--- src/rtl/rd_lock_offset_cal.sv ---
module rd_lock_offset_cal #(
  parameter int LANES   = 4,
  parameter int CAS_LAT = 11,
  parameter bit HP_BANK = 1'b1,
  parameter int GAP     = 3,
  parameter int SETTLE  = 8,
  parameter int LIM_W   = 8,
  localparam int OFF_W  = $clog2(CAS_LAT + 14)
) (
  input  logic             clk,
  input  logic             rst_n,
  input  logic             start,
  input  logic [LIM_W-1:0] trial_limit,
  input  logic [LANES-1:0] lock_in,
  input  logic [LANES-1:0] found_in,
  input  logic             done_ack,
  output logic             rd_req,
  output logic             cal_mode,
  output logic [OFF_W-1:0] data_offset,
  output logic             done,
  output logic             err
);
  localparam int CW = $clog2((GAP > SETTLE ? GAP : SETTLE) + 1);
  localparam logic [OFF_W-1:0] OFF_INIT = HP_BANK ? OFF_W'(CAS_LAT + 13) : OFF_W'(CAS_LAT - 2);
  localparam logic [CW-1:0] GAP_END = CW'(GAP - 1);
  localparam logic [CW-1:0] SET_END = CW'(SETTLE - 1);

  typedef enum logic [2:0] {S_IDLE, S_LOCK, S_RD, S_GAP, S_SETL, S_DONE, S_ERR} st_t;

  st_t              st;
  logic [CW-1:0]    cnt;
  logic [1:0]       rd_n;
  logic [LIM_W-1:0] fails;
  logic [OFF_W-1:0] off;

  wire all_found = &found_in;
  wire at_bound  = HP_BANK ? (off == '0) : (off == '1);
  wire last_try  = ({1'b0, fails} + 1'b1) >= {1'b0, trial_limit};
  wire [OFF_W-1:0] off_next = HP_BANK ? off - 1'b1 : off + 1'b1;

  assign rd_req      = (st == S_LOCK) || (st == S_RD);
  assign cal_mode    = (st == S_LOCK);
  assign done        = (st == S_DONE);
  assign err         = (st == S_ERR);
  assign data_offset = off;

  always_ff @(posedge clk) begin
    if (!rst_n) begin
      st    <= S_IDLE;
      cnt   <= '0;
      rd_n  <= '0;
      fails <= '0;
      off   <= '0;
    end else begin
      case (st)
        S_IDLE, S_ERR: if (start) begin
          st    <= S_LOCK;
          off   <= OFF_INIT;
          fails <= '0;
          rd_n  <= '0;
        end
        S_LOCK: if (&lock_in) st <= S_RD;
        S_RD: begin
          cnt  <= '0;
          rd_n <= rd_n + 1'b1;
          st   <= (rd_n == 2'd3) ? S_SETL : S_GAP;
        end
        S_GAP: if (cnt == GAP_END) st <= S_RD;
               else cnt <= cnt + 1'b1;
        S_SETL: if (cnt == SET_END) begin
          if (all_found) st <= S_DONE;
          else if (last_try || at_bound) st <= S_ERR;
          else begin
            off   <= off_next;
            fails <= fails + 1'b1;
            st    <= S_RD;
          end
        end else cnt <= cnt + 1'b1;
        S_DONE: if (done_ack) st <= S_IDLE;
        default: st <= S_IDLE;
      endcase
    end
  end
endmodule


--- config.mk ---
export PLATFORM = sky130hd
export DESIGN_NAME = rd_lock_offset_cal
export DESIGN_NICKNAME = d
export VERILOG_FILES = /design/src/rtl/rd_lock_offset_cal.sv
export SDC_FILE = /design/constraint.sdc
export NUM_CORES = 1
export LEC_CHECK = 0
export ABC_CLOCK_PERIOD_IN_PS = 2900
export BUFFER_PORTS_ARGS = -buffer_cell sky130_fd_sc_hd__buf_2
export CAP_MARGIN = 20
export CORE_ASPECT_RATIO = 1.4
export CORE_MARGIN = 3
export CORE_UTILIZATION = 25
export CTS_CLUSTER_SIZE = 30
export DETAILED_ROUTE_END_ITERATION = 8
export GPL_TIMING_DRIVEN = 0
export PLACE_DENSITY = 0.42
export SYNTH_ARGS = -nofsm -noshare
export SYNTH_HDL_FRONTEND = slang
export SYNTH_SLANG_ARGS = --single-unit
--- constraint.sdc ---
create_clock -name clk -period 2.9 [get_ports clk]
set_clock_uncertainty 0.15 [all_clocks]
set_input_delay 0.58 -clock clk [delete_from_list [all_inputs] [get_ports clk]]
set_output_delay 0.58 -clock clk [all_outputs]
set_load 0.005 [all_outputs]
# Word level (Yosys, flattened, before mapping)

Index checks and enable logic that the tools add are counted.

Magnitude comparators: 1
Equality and inequality tests: 18
Muxes and demuxes: 24
Reduce and logical (&&, ||, !) cells: 14
Add/subtract/negate cells: 5

Operators by type and width:

| cell                                                 | number |
|---|---|
| 2-to-1 mux 8 bit                                     | 4 |
| 2-to-1 mux 3 bit                                     | 8 |
| 2-to-1 mux 5 bit                                     | 4 |
| one-hot mux 3 bit (6 select lines)                   | 1 |
| != test 2 bit (second input constant)                | 8 |
| one-hot mux 8 bit (2 select lines)                   | 1 |
| one-hot mux 4 bit (3 select lines)                   | 1 |
| one-hot mux 5 bit (2 select lines)                   | 1 |
| AND reduction 5 bit                                  | 2 |
| adder 8 x 1 -> 9 bit (second input constant)         | 1 |
| equality test 3 bit (second input constant)          | 3 |
| >= comparator 9 x 8 -> 1 bit                         | 1 |
| adder 8 x 1 -> 8 bit (second input constant)         | 1 |
| 2-to-1 mux 4 bit                                     | 2 |
| AND reduction 4 bit                                  | 2 |
| equality test 3 x 2 -> 1 bit (second input constant) | 2 |
| logical NOT 5 bit                                    | 1 |
| subtractor 5 x 1 -> 5 bit (second input constant)    | 1 |
| adder 4 x 1 -> 4 bit (second input constant)         | 1 |
| equality test 4 x 2 -> 1 bit (second input constant) | 1 |
| equality test 4 x 3 -> 1 bit (second input constant) | 1 |
| one-hot mux 2 bit (2 select lines)                   | 1 |
| nonzero test 2 bit                                   | 2 |
| equality test 3 x 1 -> 1 bit (second input constant) | 1 |
| other kinds (10)                                     | 11 |

Output and inout port bits: 9
Register bits: 22
Logic and storage cells: 67
Input bits: 20

# Logic depth before layout (Yosys ltp)

Depth after elaboration: 7
Depth in mapped cells: 12

# Worst setup path after synthesis

No wires, ideal clock.

Kind: register to register
Start point: register fails[2]
End point: register fails[7]
Clock period less this slack: 2.954 ns
Required time: 2.633 ns
Data arrival time: 2.687 ns
Setup slack: -0.054 ns
Cell stages (with the launch flop): 13
Path buffers: 1
Cell sequence: dfxtp_1 -> and3_1 -> and3_1 -> nand3_1 -> xnor2_1 -> ha_1 -> and4_1 -> a311o_1 -> a311oi_4 -> a21oi_2 -> o21a_1 -> buf_6 -> a32o_1

Longest elaborated chain between the ends: 5
Elaborated cells between the ends (all ways): 10
Those cells by class: 2 x add/sub; 1 x order compare; 1 x eq/ne; 4 x mux; 2 x reduce/logical

Ends and longest elaborated chain:

| item                                                                                | line   | text |
|---|---|---|
| start, declared                                                                     | 33     | `logic [LIM_W-1:0] fails;` |
| start signal, assigned                                                              | 75     | `fails <= fails + 1'b1;` |
| adder 8 x 1 -> 9 bit or adder 8 x 1 -> 8 bit (tied branches)                        | 38, 75 |  |
| >= comparator 9 x 8 -> 1 bit or 2-to-1 mux 8 bit (tied branches)                    | 38, 72 |  |
| logical OR 1 bit or 2-to-1 mux 8 bit (tied branches)                                | 72, 71 |  |
| != test 2 bit (no line) or 2-to-1 mux 8 bit (tied branches)                         | -      |  |
| AND reduction 5 bit (no line) or one-hot mux 8 bit (2 select lines) (tied branches) | -      |  |

Parallel ways exist; a longest one is shown, timed or not. The select of a mux whose other input is x is not followed.
A chain may end at the register's enable or synchronous reset.

# Final worst setup path

Ends and elaborated chain as after synthesis.

==> out/results.txt <==
The flow ran to the end, but the final reports show violations. The final reports fail on negative setup slack. The worst setup path is captured at a flip-flop. TritonCTS built the clock tree. The largest stage delay on the critical path is 0.34 ns, and the detailed-route wire length is 3.94 mm.

The global placer's final weighted congestion is 0.773, and the cell leakage power is 0.936 nW. Leaving out filler cells and counting taps, the final layout contains 301. The critical path buffer and inverter count works out to 1. Most prevalent standard cell on the critical path: sky130_fd_sc_hd__and3_4. The share of the synthesized area in the top cell type is 28.3%, and the area growth from synthesis to final layout is 32.3%. After synthesis, the cell types taking the most area are sky130_fd_sc_hd__dfxtp_1 28%, sky130_fd_sc_hd__ha_1 11%, sky130_fd_sc_hd__nor2_1 4.1%, sky130_fd_sc_hd__inv_1 3.6%, sky130_fd_sc_hd__nand2b_1 3.2%. The logs give 66.0% for the worst slew margin relative to its limit and 0 for the global route total overflow. The layout has 679 filler cells. The tools report the via count of the first global-routing pass as 1455. STA puts the critical path data required time at 2.91 ns. Yosys mapped a number of flops with a built-in enable equal to 0. Summing all placed instances gives a cell area of 1820 sq um. The critical path goes through and3_4 -> and3_4 -> nand3_4 -> xnor2_2 -> ha_1 -> and4_1 -> a311o_1 -> a311oi_4 -> a21oi_2 -> o21a_1 -> buf_6 -> a32o_1. For this run, the leading register cell type out of synthesis is sky130_fd_sc_hd__dfxtp_1. The starting utilization of the core area was 26.2%. The largest total area in the synthesized netlist belongs to sky130_fd_sc_hd__dfxtp_1. The mean post-synth cell area is 8.51 sq um, and the first-pass iteration count of the detailed router is 4. The minimum clock period is 2.96 ns, and the max-slew violation count is 0.

Most common cell after layout, fill and taps aside: sky130_fd_sc_hd__buf_2. The run gives 0 as the Yosys warning count. Timing would allow up to 338 MHz.

For the pin with the worst max-slew slack, the measured transition is 0.505 ns. The number of buffers inserted for hold repair after clock tree synthesis is 0, and the placed instance count is 281. The longest clock path from root to sink contains 2 buffers. The tool flagged a number of max-cap violations equal to 0.

The clock tree root driver cell is sky130_fd_sc_hd__clkbuf_8. The tools report the number of antenna violations at the first check in global routing as 0. Setup violations remaining at the end of the flow were counted as 9. The number of nets in the layout was 266; the number of levels in the clock H-tree was 1. Setup repair after global routing could not meet its margin everywhere.

Slowest library cell on the worst path: sky130_fd_sc_hd__dfxtp_2. The pin count of the biggest net entering global routing came out at 13. For the signal arrival time at the worst endpoint, the log shows 2.97 ns. The net count of the mapped netlist was 217. Type of the worst min-delay path: reg2reg. The die footprint was 7230 sq um; the share of cells above drive strength 1 was 31.6%. Before CTS, the worst setup slack after placement is -0.287 ns. In this design, the largest share of critical-path delay is due to compound AO/OA/AOI/OAI gates. In this run, synthesis produced a sequential element count of 22. The first global-routing pass estimated 6.58 mm of wire. Summing all non-filler instances in the final layout gives an area of 2060 sq um.

The DRC violation count after routing came out at 0. In the finished design, the share of the clock period the worst path needs comes to 102%. For this design the ratio of total power to cell area is 330 nW/um^2. In this run the standard cell core region covers 5950 sq um. The number of instances in the synthesized netlist came out at 183.

The worst setup path is of the reg2reg kind. Summing every instance area after synthesis gives 1560 sq um. Remaining antenna violation count after routing: 0. The kind of start point of the critical path is a flip-flop.

The number of antenna diodes in the final layout is 0. The width of the chip is 72.7 um, and the async set or reset register ratio after synthesis is 0%. Sequential cells were found to cover 28.3% of the synthesized design area. The maximum net fanout on the critical path is 5. Clock-pin slew reported for the worst setup and hold paths after clock tree synthesis: 0.08 ns. The routed wirelength normalized by instance count was 13.1 um; the height of the die was 99.4 um. Routed via count: 1439. The port buffer count is 28, and the number of top-level pins is 29. The floorplan has 33 rows. Once detailed placement completed, the half-perimeter wirelength came to 3.07 mm. Across the VDD grid, the largest voltage drop is 0.150 mV.

The logs give 0 for the total count of hold-check failures in the final report and 11.2% for the overall routing resource usage. In the layout the commonest cells are 29 x sky130_fd_sc_hd__buf_2, 17 x sky130_fd_sc_hd__nor2_1, 17 x sky130_fd_sc_hd__dfxtp_1. The clock net in this run drives a total of 22 sinks. The logs give 23 for the iteration-0 DRC count of the detailed router and 52 for the number of distinct library cell variants in the gate-level netlist after synthesis. The insertion delay to the later sink of the worst-skew pair was 0.26 ns. The run gives 3 as the number of buffers created by CTS. Using the TritonRoute via totals, the vias-per-cell ratio works out to 4.78. The slack of the critical path came out at -0.0602 ns. The power after layout was 0.681 mW.
[path summary, 6_finish.rpt]
| kind | from | end | slack (ns) | depth (start not counted) |
|---|---|---|---|---|
| worst min-delay path | data_offset[1] | data_offset[1] | 0.36 | 1 |
| worst max register to register | fails[2] | fails[7] | -0.06 | 12 |
| worst max-delay path | fails[2] | fails[7] | -0.06 | 12 |
| worst min register to register | data_offset[1] | data_offset[1] | 0.36 | 1 |
[cells in the mapped netlist, types with 3 or more instances]
cell and n:
sky130_fd_sc_hd__nand3_1 6, sky130_fd_sc_hd__a32o_1 4, sky130_fd_sc_hd__inv_1 15, sky130_fd_sc_hd__buf_6 3, sky130_fd_sc_hd__nand2b_1 8, sky130_fd_sc_hd__nor2_1 17, sky130_fd_sc_hd__nor2b_1 5, sky130_fd_sc_hd__o21ai_0 6
sky130_fd_sc_hd__dfxtp_1 22, sky130_fd_sc_hd__nand4_1 4, sky130_fd_sc_hd__xor2_1 3, sky130_fd_sc_hd__ha_1 14, sky130_fd_sc_hd__nand2_1 7, sky130_fd_sc_hd__and3_1 3, sky130_fd_sc_hd__a21o_1 5, sky130_fd_sc_hd__nor3_1 5
sky130_fd_sc_hd__and4_1 4, sky130_fd_sc_hd__a21oi_1 7, sky130_fd_sc_hd__xnor2_1 4
[final cells by class]
class,count,area [sq um],area share (%)
buffer,8,65.1,3.16
timing repair buffer,44,277,13.4
multi-input combinational,137,1070,51.8
clock buffer,4,55.1,2.67
sequential,22,449,21.8
inverter,16,60.1,2.91
tap,70,87.6,4.25
[routing by layer]
metal	vias up	GRT usage [%]	wire length, um
li1	765	-	-
met1	654	12.7	1620
met2	18	21.6	2190
met3	2	1.11	104
met4	0	2.56	29
met5	-	0	0
[repair_timing]
action | CTS | global route
setup endpoints to repair | 14 | 14
gates resized for setup | 5 | 6
pin swaps | 6 | 8
setup buffers | 12 | 3
cloned | 0 | 1
[cell families (layout without fill, tap and decap cells)]
kind of cell / count (synthesis) / after routing / share of synthesized area [%]
and+or+nand+nor: 71 / 71 / 26.0
buffers and inverters: 24 / 72 / 7.79
DFF: 22 / 22 / 28.3
adders and majority gates: 14 / 14 / 11.2
xor gates and xnor gates: 7 / 7 / 3.94
AOI/OAI and AO/OA: 44 / 44 / 22.1
muxes: 1 / 1 / 0.643
[power breakdown]
part	internal [mW]	switching [mW]
clock	0.121	0.103
sequential	0.307	0.00566
combinational	0.0737	0.0703
[through the flow]
step	util (%)	TNS [ns]	hold WS, ns
after CTS	33.5	-0.377	0.360
after detailed placement	30.6	-2.85	0.334
after global placement	30.6	-2.54	0.335
after floorplan	-	-0.0485	0.315
after global routing	34.7	-1.95	0.386
final	34.7	-0.265	0.362
[sequential cells by signal, indices dropped and copies added, names as in the netlist]
name	cells
cnt	4
st	3
fails	8
rd_n	2
data_offset	5
No activity file was read; power rests on OpenSTA's default activity.
